===== src/rtl/canvas_pkg.sv =====
package canvas_pkg;
    typedef enum logic [1:0] {
        LAYOUT_LINEAR = 2'd0,
        LAYOUT_T32    = 2'd1,
        LAYOUT_T64    = 2'd2,
        LAYOUT_BAD    = 2'd3
    } layout_e;

    typedef enum logic {
        ST_EMPTY = 1'b0,
        ST_FULL  = 1'b1
    } slot_st_e;

    localparam int FLG_RD     = 0;
    localparam int FLG_WR     = 1;
    localparam int FLG_WRAP_V = 2;
    localparam int FLG_WRAP_H = 3;
    localparam int TILE_ROWS_LG = 5;
endpackage


===== src/rtl/canvas_axis_fold.sv =====
module canvas_axis_fold #(
    parameter int CW = 16,
    parameter int DW = 16
) (
    input  logic signed [CW-1:0] coord,
    input  logic        [DW-1:0] dim,
    input  logic                 wrap_en,
    output logic        [DW-1:0] folded,
    output logic                 fault
);
    localparam int EW = ((CW > DW) ? CW : DW) + 1;

    logic signed [EW-1:0] c_e;
    logic signed [EW-1:0] d_e;
    logic signed [EW-1:0] rem;
    logic                 in_rng;

    always_comb begin
        c_e    = EW'(coord);
        d_e    = $signed({{(EW-DW){1'b0}}, dim});
        in_rng = (c_e >= 0) && (c_e < d_e);
        rem    = '0;
        if (dim != '0) begin
            rem = c_e % d_e;
            if (rem < 0) rem = rem + d_e;
        end
        if (in_rng) begin
            folded = c_e[DW-1:0];
            fault  = 1'b0;
        end else if (wrap_en && dim != '0) begin
            folded = rem[DW-1:0];
            fault  = 1'b0;
        end else begin
            folded = '0;
            fault  = 1'b1;
        end
    end
endmodule


===== src/rtl/canvas_addr_map.sv =====
module canvas_addr_map
    import canvas_pkg::*;
#(
    parameter int AW = 32,
    parameter int DW = 16
) (
    input  logic [AW-1:0] base,
    input  logic [DW-1:0] stride,
    input  logic [DW-1:0] col,
    input  logic [DW-1:0] row,
    input  layout_e       mode,
    output logic [AW-1:0] addr,
    output logic          bad_mode
);
    logic [AW-1:0] tiled [2];
    logic [AW-1:0] band_off;

    assign band_off = (AW'(row >> TILE_ROWS_LG) * AW'(stride)) << TILE_ROWS_LG;

    for (genvar g = 0; g < 2; g++) begin : g_tile
        localparam int TWL = 5 + g;
        logic [AW-1:0] tx, ix, iy;
        assign tx = AW'(col >> TWL);
        assign ix = AW'(col & DW'((1 << TWL) - 1));
        assign iy = AW'(row & DW'((1 << TILE_ROWS_LG) - 1));
        assign tiled[g] = base + band_off + (tx << (TWL + TILE_ROWS_LG))
                        + (iy << TWL) + ix;
    end

    always_comb begin
        bad_mode = 1'b0;
        unique case (mode)
            LAYOUT_LINEAR: addr = base + AW'(row) * AW'(stride) + AW'(col);
            LAYOUT_T32:    addr = tiled[0];
            LAYOUT_T64:    addr = tiled[1];
            default: begin
                addr     = '0;
                bad_mode = 1'b1;
            end
        endcase
    end
endmodule


===== src/rtl/canvas_xlate.sv =====
module canvas_xlate
    import canvas_pkg::*;
#(
    parameter int AW = 32,
    parameter int DW = 16,
    parameter int CW = 16
) (
    input  logic          clk,
    input  logic          rst_n,
    input  logic [AW-1:0] cfg_base,
    input  logic [DW-1:0] cfg_width,
    input  logic [DW-1:0] cfg_height,
    input  logic [DW-1:0] cfg_stride,
    input  logic [1:0]    cfg_mode,
    input  logic [3:0]    cfg_flags,
    input  logic          req_valid,
    output logic          req_ready,
    input  logic [CW-1:0] req_col,
    input  logic [CW-1:0] req_row,
    input  logic          req_write,
    output logic          out_valid,
    input  logic          out_ready,
    output logic [AW-1:0] out_addr,
    output logic          out_err
);
    slot_st_e      st_q, st_d;
    logic          accept;
    logic [DW-1:0] col_f, row_f;
    logic          col_bad, row_bad, perm_bad, mode_bad;
    logic [AW-1:0] map_addr;
    logic          any_bad;

    canvas_axis_fold #(.CW(CW), .DW(DW)) i_col_fold (
        .coord   ($signed(req_col)),
        .dim     (cfg_width),
        .wrap_en (cfg_flags[FLG_WRAP_H]),
        .folded  (col_f),
        .fault   (col_bad)
    );

    canvas_axis_fold #(.CW(CW), .DW(DW)) i_row_fold (
        .coord   ($signed(req_row)),
        .dim     (cfg_height),
        .wrap_en (cfg_flags[FLG_WRAP_V]),
        .folded  (row_f),
        .fault   (row_bad)
    );

    canvas_addr_map #(.AW(AW), .DW(DW)) i_map (
        .base     (cfg_base),
        .stride   (cfg_stride),
        .col      (col_f),
        .row      (row_f),
        .mode     (layout_e'(cfg_mode)),
        .addr     (map_addr),
        .bad_mode (mode_bad)
    );

    assign perm_bad = req_write ? !cfg_flags[FLG_WR] : !cfg_flags[FLG_RD];
    assign any_bad  = col_bad | row_bad | perm_bad | mode_bad;

    assign req_ready = (st_q == ST_EMPTY) || out_ready;
    assign accept    = req_valid && req_ready;

    always_comb begin
        st_d = st_q;
        unique case (st_q)
            ST_EMPTY: if (accept) st_d = ST_FULL;
            ST_FULL:  if (out_ready && !accept) st_d = ST_EMPTY;
            default:  st_d = ST_EMPTY;
        endcase
    end

    always_ff @(posedge clk or negedge rst_n) begin
        if (!rst_n) st_q <= ST_EMPTY;
        else        st_q <= st_d;
    end

    always_ff @(posedge clk or negedge rst_n) begin
        if (!rst_n) begin
            out_addr <= '0;
            out_err  <= 1'b0;
        end else if (accept) begin
            out_addr <= any_bad ? '0 : map_addr;
            out_err  <= any_bad;
        end
    end

    assign out_valid = (st_q == ST_FULL);
endmodule



===== config.mk =====
export PLATFORM = sky130hd
export DESIGN_NAME = canvas_xlate
export DESIGN_NICKNAME = d
export VERILOG_FILES = /design/src/rtl/canvas_pkg.sv /design/src/rtl/canvas_axis_fold.sv /design/src/rtl/canvas_addr_map.sv /design/src/rtl/canvas_xlate.sv
export SDC_FILE = /design/constraint.sdc
export NUM_CORES = 2
export LEC_CHECK = 0
export BUFFER_PORTS_ARGS = -buffer_cell sky130_fd_sc_hd__buf_2
export CAP_MARGIN = 15
export CELL_PAD_IN_SITES_DETAIL_PLACEMENT = 1
export CELL_PAD_IN_SITES_GLOBAL_PLACEMENT = 1
export CORE_UTILIZATION = 45
export DETAILED_ROUTE_END_ITERATION = 12
export PLACE_DENSITY = 0.86
export SETUP_SLACK_MARGIN = 0.1
export SLEW_MARGIN = 15
export SYNTH_ARGS = -nofsm -noshare
export SYNTH_HDL_FRONTEND = slang
export SYNTH_HIERARCHICAL = 1
export SYNTH_SLANG_ARGS = --single-unit

===== constraint.sdc =====
create_clock -name clk -period 1.1 [get_ports clk]
set_input_delay 0.055 -clock clk [delete_from_list [all_inputs] [get_ports clk]]
set_output_delay 0.055 -clock clk [all_outputs]
set_load 0.005 [all_outputs]

==> summary.txt, run 1 <==
Clock network
  – Hold-fix buffers at CTS: 1
  – Total clock buffers created by CTS: 5
  – Clk root buf: sky130_fd_sc_hd__clkbuf_16
  – Post CTS Setup Buffer Count: 217
  – Number of cells upsized or downsized after cts: a little under 800
  – Maximum level of the CTS H-tree: 2
  – Number of sinks on the clock net: 34
  – Worst-case clock buffer depth: 2

Floorplan
  – Horizontal extent of the die: between 300 and 400 um
  – Number of placement rows: between 100 and 150
  – Initial standard-cell utilization of the core: 45.6%
  – I/O Pins: 158
  – Die height: slightly above 300 um

Logic synthesis
  – Most used standard cells in the synthesized netlist: sky130_fd_sc_hd__inv_1 (617), sky130_fd_sc_hd__ha_1 (592), sky130_fd_sc_hd__nand2_1 (495)
  – Async SR Flop Fraction: 100%
  – Synth area leader: sky130_fd_sc_hd__ha_1
  – Number of flops mapped to enable cells by yosys: 0
  – Primary flip-flop cell chosen by synthesis mapping: sky130_fd_sc_hd__dfrtp_1
  – Cell count after synthesis: 5,468
  – Leading cell type by number of instances after synthesis: sky130_fd_sc_hd__inv_1
  – Warnings, synthesis: 6
  – Share of the synthesized area in the top cell type: 17.7%
  – Avg Inst Size Synth: 7.67 um2
  – Netlist cell types: 125
  – Synthesized cell area: 41,900 um2
  – Synthesized net count: 6,543
  – Main area contributors after synthesis: sky130_fd_sc_hd__ha_1 (18%), sky130_fd_sc_hd__fa_1 (17%), sky130_fd_sc_hd__inv_1 (5.5%), sky130_fd_sc_hd__xnor2_1 (4.7%), sky130_fd_sc_hd__nand2_1 (4.4%)
  – Flip-flop and latch count after synthesis: 34
  – Proportion of synthesized chip area in sequential cells: 2.03%

Outcome
  – Error that stopped the run: [ERROR DPL-0033] detailed placement checks failed during check placement.
  – Status: did not finish
  – Last stage reached: clock tree synthesis

Placement
  – Setup slack after placement: -42.11 ns
  – Routability congestion estimate: between 1 and 1.5
  – Number of buffer cells added on primary ports: between 150 and 200
  – Placed wire-length estimate after detailed placement: 272,000 um
## kinds of logic after synthesis
group           after synthesis  share of synthesized area, %
fa+ha+maj                   952                          34.9
buf+inv                     774                          7.18
simple gates               1725                          20.4
flops                        34                          2.03
mux                          98                          2.46
xor+xnor                    359                          7.61
other cells                   2                        0.0179
compound gates             1524                          25.5
## metrics by stage
| step | instance area [um2] | std cells | TNS, ns | hold slack [ns] |
|---|---|---|---|---|
| 3_5_place_dp | 62100 | 8860 | -1269.80 | 0.147 |
| 2_1_floorplan | 44400 | 5468 | -988.44 | -0.241 |
| 3_3_place_gp | 62100 | 8860 | -1055.90 | 0.101 |
==> inputs of run 2 (changes only) <==
--- a/config.mk
+++ b/config.mk
@@ -7,12 +7,9 @@
 export LEC_CHECK = 0
 export BUFFER_PORTS_ARGS = -buffer_cell sky130_fd_sc_hd__buf_2
 export CAP_MARGIN = 15
-export CELL_PAD_IN_SITES_DETAIL_PLACEMENT = 1
-export CELL_PAD_IN_SITES_GLOBAL_PLACEMENT = 1
-export CORE_UTILIZATION = 45
+export CORE_UTILIZATION = 40
 export DETAILED_ROUTE_END_ITERATION = 12
-export PLACE_DENSITY = 0.86
-export SETUP_SLACK_MARGIN = 0.1
+export PLACE_DENSITY_LB_ADDON = 0.15
 export SLEW_MARGIN = 15
 export SYNTH_ARGS = -nofsm -noshare
 export SYNTH_HDL_FRONTEND = slang
==> constraint.sdc (replaced) <==
create_clock -name clk -period 1.4 [get_ports clk]
set_input_delay 0.07 -clock clk [delete_from_list [all_inputs] [get_ports clk]]
set_output_delay 0.07 -clock clk [all_outputs]
set_load 0.005 [all_outputs]
==> run 2 against run 1 <==
The flow now finishes, with violations (setup timing). Synthesized cell count stayed put. Synthesized area stayed put.
==> summary.txt, run 2 <==
Logic synthesis
  – Synthesized net count: 6,543 (unchanged)
  – Synth area leader: sky130_fd_sc_hd__ha_1
  – Avg Inst Size Synth: 7.67 um2 (unchanged)
  – Warnings, synthesis: 6 (unchanged)
  – Primary flip-flop cell chosen by synthesis mapping: sky130_fd_sc_hd__dfrtp_1
  – Synthesized cell area: 41,900 um2 (unchanged)
  – Share of the synthesized area in the top cell type: 17.7% (unchanged)
  – Number of flops mapped to enable cells by yosys: 0 (unchanged)
  – Cell count after synthesis: 5,468 (unchanged)
  – Proportion of synthesized chip area in sequential cells: 2.03% (unchanged)
  – Async SR Flop Fraction: 100% (unchanged)
  – Main area contributors after synthesis: sky130_fd_sc_hd__ha_1 (18%), sky130_fd_sc_hd__fa_1 (17%), sky130_fd_sc_hd__inv_1 (5.5%), sky130_fd_sc_hd__xnor2_1 (4.7%), sky130_fd_sc_hd__nand2_1 (4.4%)
  – Netlist cell types: 125 (unchanged)
  – Most used standard cells in the synthesized netlist: sky130_fd_sc_hd__inv_1 (617), sky130_fd_sc_hd__ha_1 (592), sky130_fd_sc_hd__nand2_1 (495)
  – Flip-flop and latch count after synthesis: 34 (unchanged)
  – Leading cell type by number of instances after synthesis: sky130_fd_sc_hd__inv_1

Detailed routing
  – Post-route DRC: 0
  – 1st-pass router iterations: 6
  – DR vias: 51,500
  – Mean routed wirelength per cell: 20.3 um
  – Per-cell via count in the routed design: 5.52
  – Initial drt markers: 3,730
  – Antenna violation net count after detailed routing: 0
  – Post-detailed-routing wire length: 190,000 um

Critical path
  – Most common cell on crit path: sky130_fd_sc_hd__buf_4
  – Cell with the biggest individual delay on the critical path: sky130_fd_sc_hd__or4_4
  – Critical path origin: req_row[6]
  – Largest fanout on the critical path: 8
  – Startpoint kind of the worst setup timing path: input port
  – Largest stage delay, worst path: 0.58 ns
  – Data arrival time at the worst-slack endpoint: about 35 ns
  – CP endpoint kind: register
  – Crit path kind: in -> reg
  – CP Data Required Time: around 1.6 ns
  – Source of the worst register-to-register timing path: out_valid

Cells and area
  – Highest-count cells in the layout ignoring fill and taps: sky130_fd_sc_hd__buf_4 (2,361), sky130_fd_sc_hd__inv_1 (581), sky130_fd_sc_hd__ha_1 (468)
  – Area growth, synth to finish: 64.5%
  – Register ranked first by flip-flop count: out_addr
  – Number of flip-flops under the largest register name: 32
  – Area used by sequential logic in the layout: 851 um2
  – Fraction of final layout cells sized beyond drive strength 1: 45.6%
  – Most common library cell in the layout ignoring fill and taps: sky130_fd_sc_hd__buf_4
  – Combined area of the multi-input logic cells: 43,700 um2
  – Cell area after layout: 69,000 um2
  – Layout filler cell count: 8,915
  – Final layout net count: 9,025

Timing
  – Normalized max-slew margin: 47.2%
  – Maximum operating frequency: 28.6 MHz
  – Setup total negative slack: -1018.28 ns
  – Setup repair after global routing missed its margin: yes
  – Hold slack: roughly 0.21 ns
  – Crit share post-route: 2500%
  – Final setup viols: 33
  – Max Slew Vio Count: 0
  – Number of hold-slack violations in the final timing report: 0
  – Measured slew at the worst slew-check pin: 0.782 ns
  – Setup clock skew after layout: 0.00474 ns
  – Final Critical Period: 35.01 ns
  – Final setup slack of the worst path: -33.61 ns

Clock network
  – Number of sinks on the clock net: 34 (unchanged)
  – Worst-case clock buffer depth: 2 (unchanged)
  – TritonCTS clock tree: built
  – Maximum level of the CTS H-tree: 2 (unchanged)
  – Clk root buf: sky130_fd_sc_hd__clkbuf_16
  – Total clock buffers created by CTS: 5 (unchanged)
  – Clk_lat worst skew: 0.29 ns
  – Clock transition at the registers of the reported paths: 0.06 ns

Floorplan
  – I/O Pins: 158 (unchanged)
  – Initial standard-cell utilization of the core: 40.4% (-5.1 points)
  – Horizontal extent of the die: 326 um (+6.0%)
  – CORE AREA: 104,000 um2
  – Die area: 106,000 um2
  – Number of placement rows: 118 (+6.3%)
  – Die height: 326 um (+6.0%)

Placement
  – Routability congestion estimate: 1.03 (-4.3%)
  – Cell Area, Placed: 62,400 um2 (+0.46%)
  – Number of buffer cells added on primary ports: 157 (unchanged)
  – Placed wire-length estimate after detailed placement: 156,000 um (-42%)

GRT
  – Sum of overflow across all layers after global routing: 0
  – Pin count of the biggest net entering global routing: 35
  – Vias in the first global route: 51,500
  – Antenna violations before repair: 7
  – First-pass GRT wire length: 289,000 um
  – GRT Resource Usage Total: 34.5%

Outcome
  – Status: finished, violations left
  – Violations in the final reports: setup timing

Worst hold path
  – Worst min-delay path startpoint: req_valid
  – Worst hold-check path type: in -> reg

Run
  – Reported max-cap violation count: 0
==> run 2: cell counts after synthesis <==
Identical to the previous run, type by type.
==> run 2: worst paths after layout <==
kind                                 to  slack (ns)  cells after the start
max reg2reg                out_addr[20]        0.17                      4
min in group asynchronous   out_addr[1]        0.38                      3
max                        out_addr[22]      -33.61                    187
max in group asynchronous  out_addr[19]        0.65                      3
min reg2reg                out_addr[28]        0.50                      1
min                        out_addr[29]        0.21                      3
==> run 2: cell type report <==
type / count / share of cell area (%)
antenna: 1 / 0.00363
clock buffer: 5 / 0.181
clock inverter: 3 / 0.0998
inverter: 618 / 3.38
multi-input combinational: 4660 / 63.3
sequential: 34 / 1.23
tap: 1380 / 2.50
timing repair buffer: 2631 / 29.3
==> run 2: worst max-delay path, delay by kind of cell <==
kind	cells	cell delay, ns
AOI/OAI and AO/OA	63	11.30
and+or+nand+nor	36	7.55
adders and majority gates	23	7.41
buffers and inverters	57	7.03
xor gates and xnor gates	5	0.90
muxes	3	0.89
==> run 2: cells by family after synthesis <==
| family | count (synthesis) | synth area share (%) |
|---|---|---|
| other cells | 2 | 0.0179 |
| xor+xnor | 359 | 7.61 |
| flops | 34 | 2.03 |
| simple gates | 1725 | 20.4 |
| fa+ha+maj | 952 | 34.9 |
| compound gates | 1524 | 25.5 |
| mux | 98 | 2.46 |
| buf+inv | 774 | 7.18 |
==> run 2: metal layers <==
layer | share of wire, % | global-route usage, % | vias up
met5 | 0.014 | 0 | -
met4 | 4.0 | 11.1 | 4
met3 | 6.5 | 3.61 | 418
met2 | 45 | 56.5 | 1706
met1 | 44 | 47.3 | 24900
li1 | - | - | 24500
==> run 2: what timing repair did <==
item / CTS / global route
hold endpoints to repair: 34 / 0
pin swaps: 308 / 254
hold buffers: 1 / 0
gates resized for setup: 471 / 336
buffers inserted: 216 / 86
setup endpoints to repair: 34 / 34
gates cloned: 3 / 0
==> run 2: per-stage QoR <==
stage / worst slack, ns / cells / utilization (%)
6_report: -33.61 / 9332 / 66.5
2_1_floorplan: -32.55 / 5468 / -
3_5_place_dp: -35.74 / 9024 / 60.2
4_1_cts: -33.02 / 9251 / 64.3
5_1_grt: -34.86 / 9332 / 66.5
3_3_place_gp: -35.72 / 9024 / 60.2
Power of run 2 is left out: the tool's default activity adds up to more than one toggle a clock period on the data nets, which glitch-free logic cannot reach.
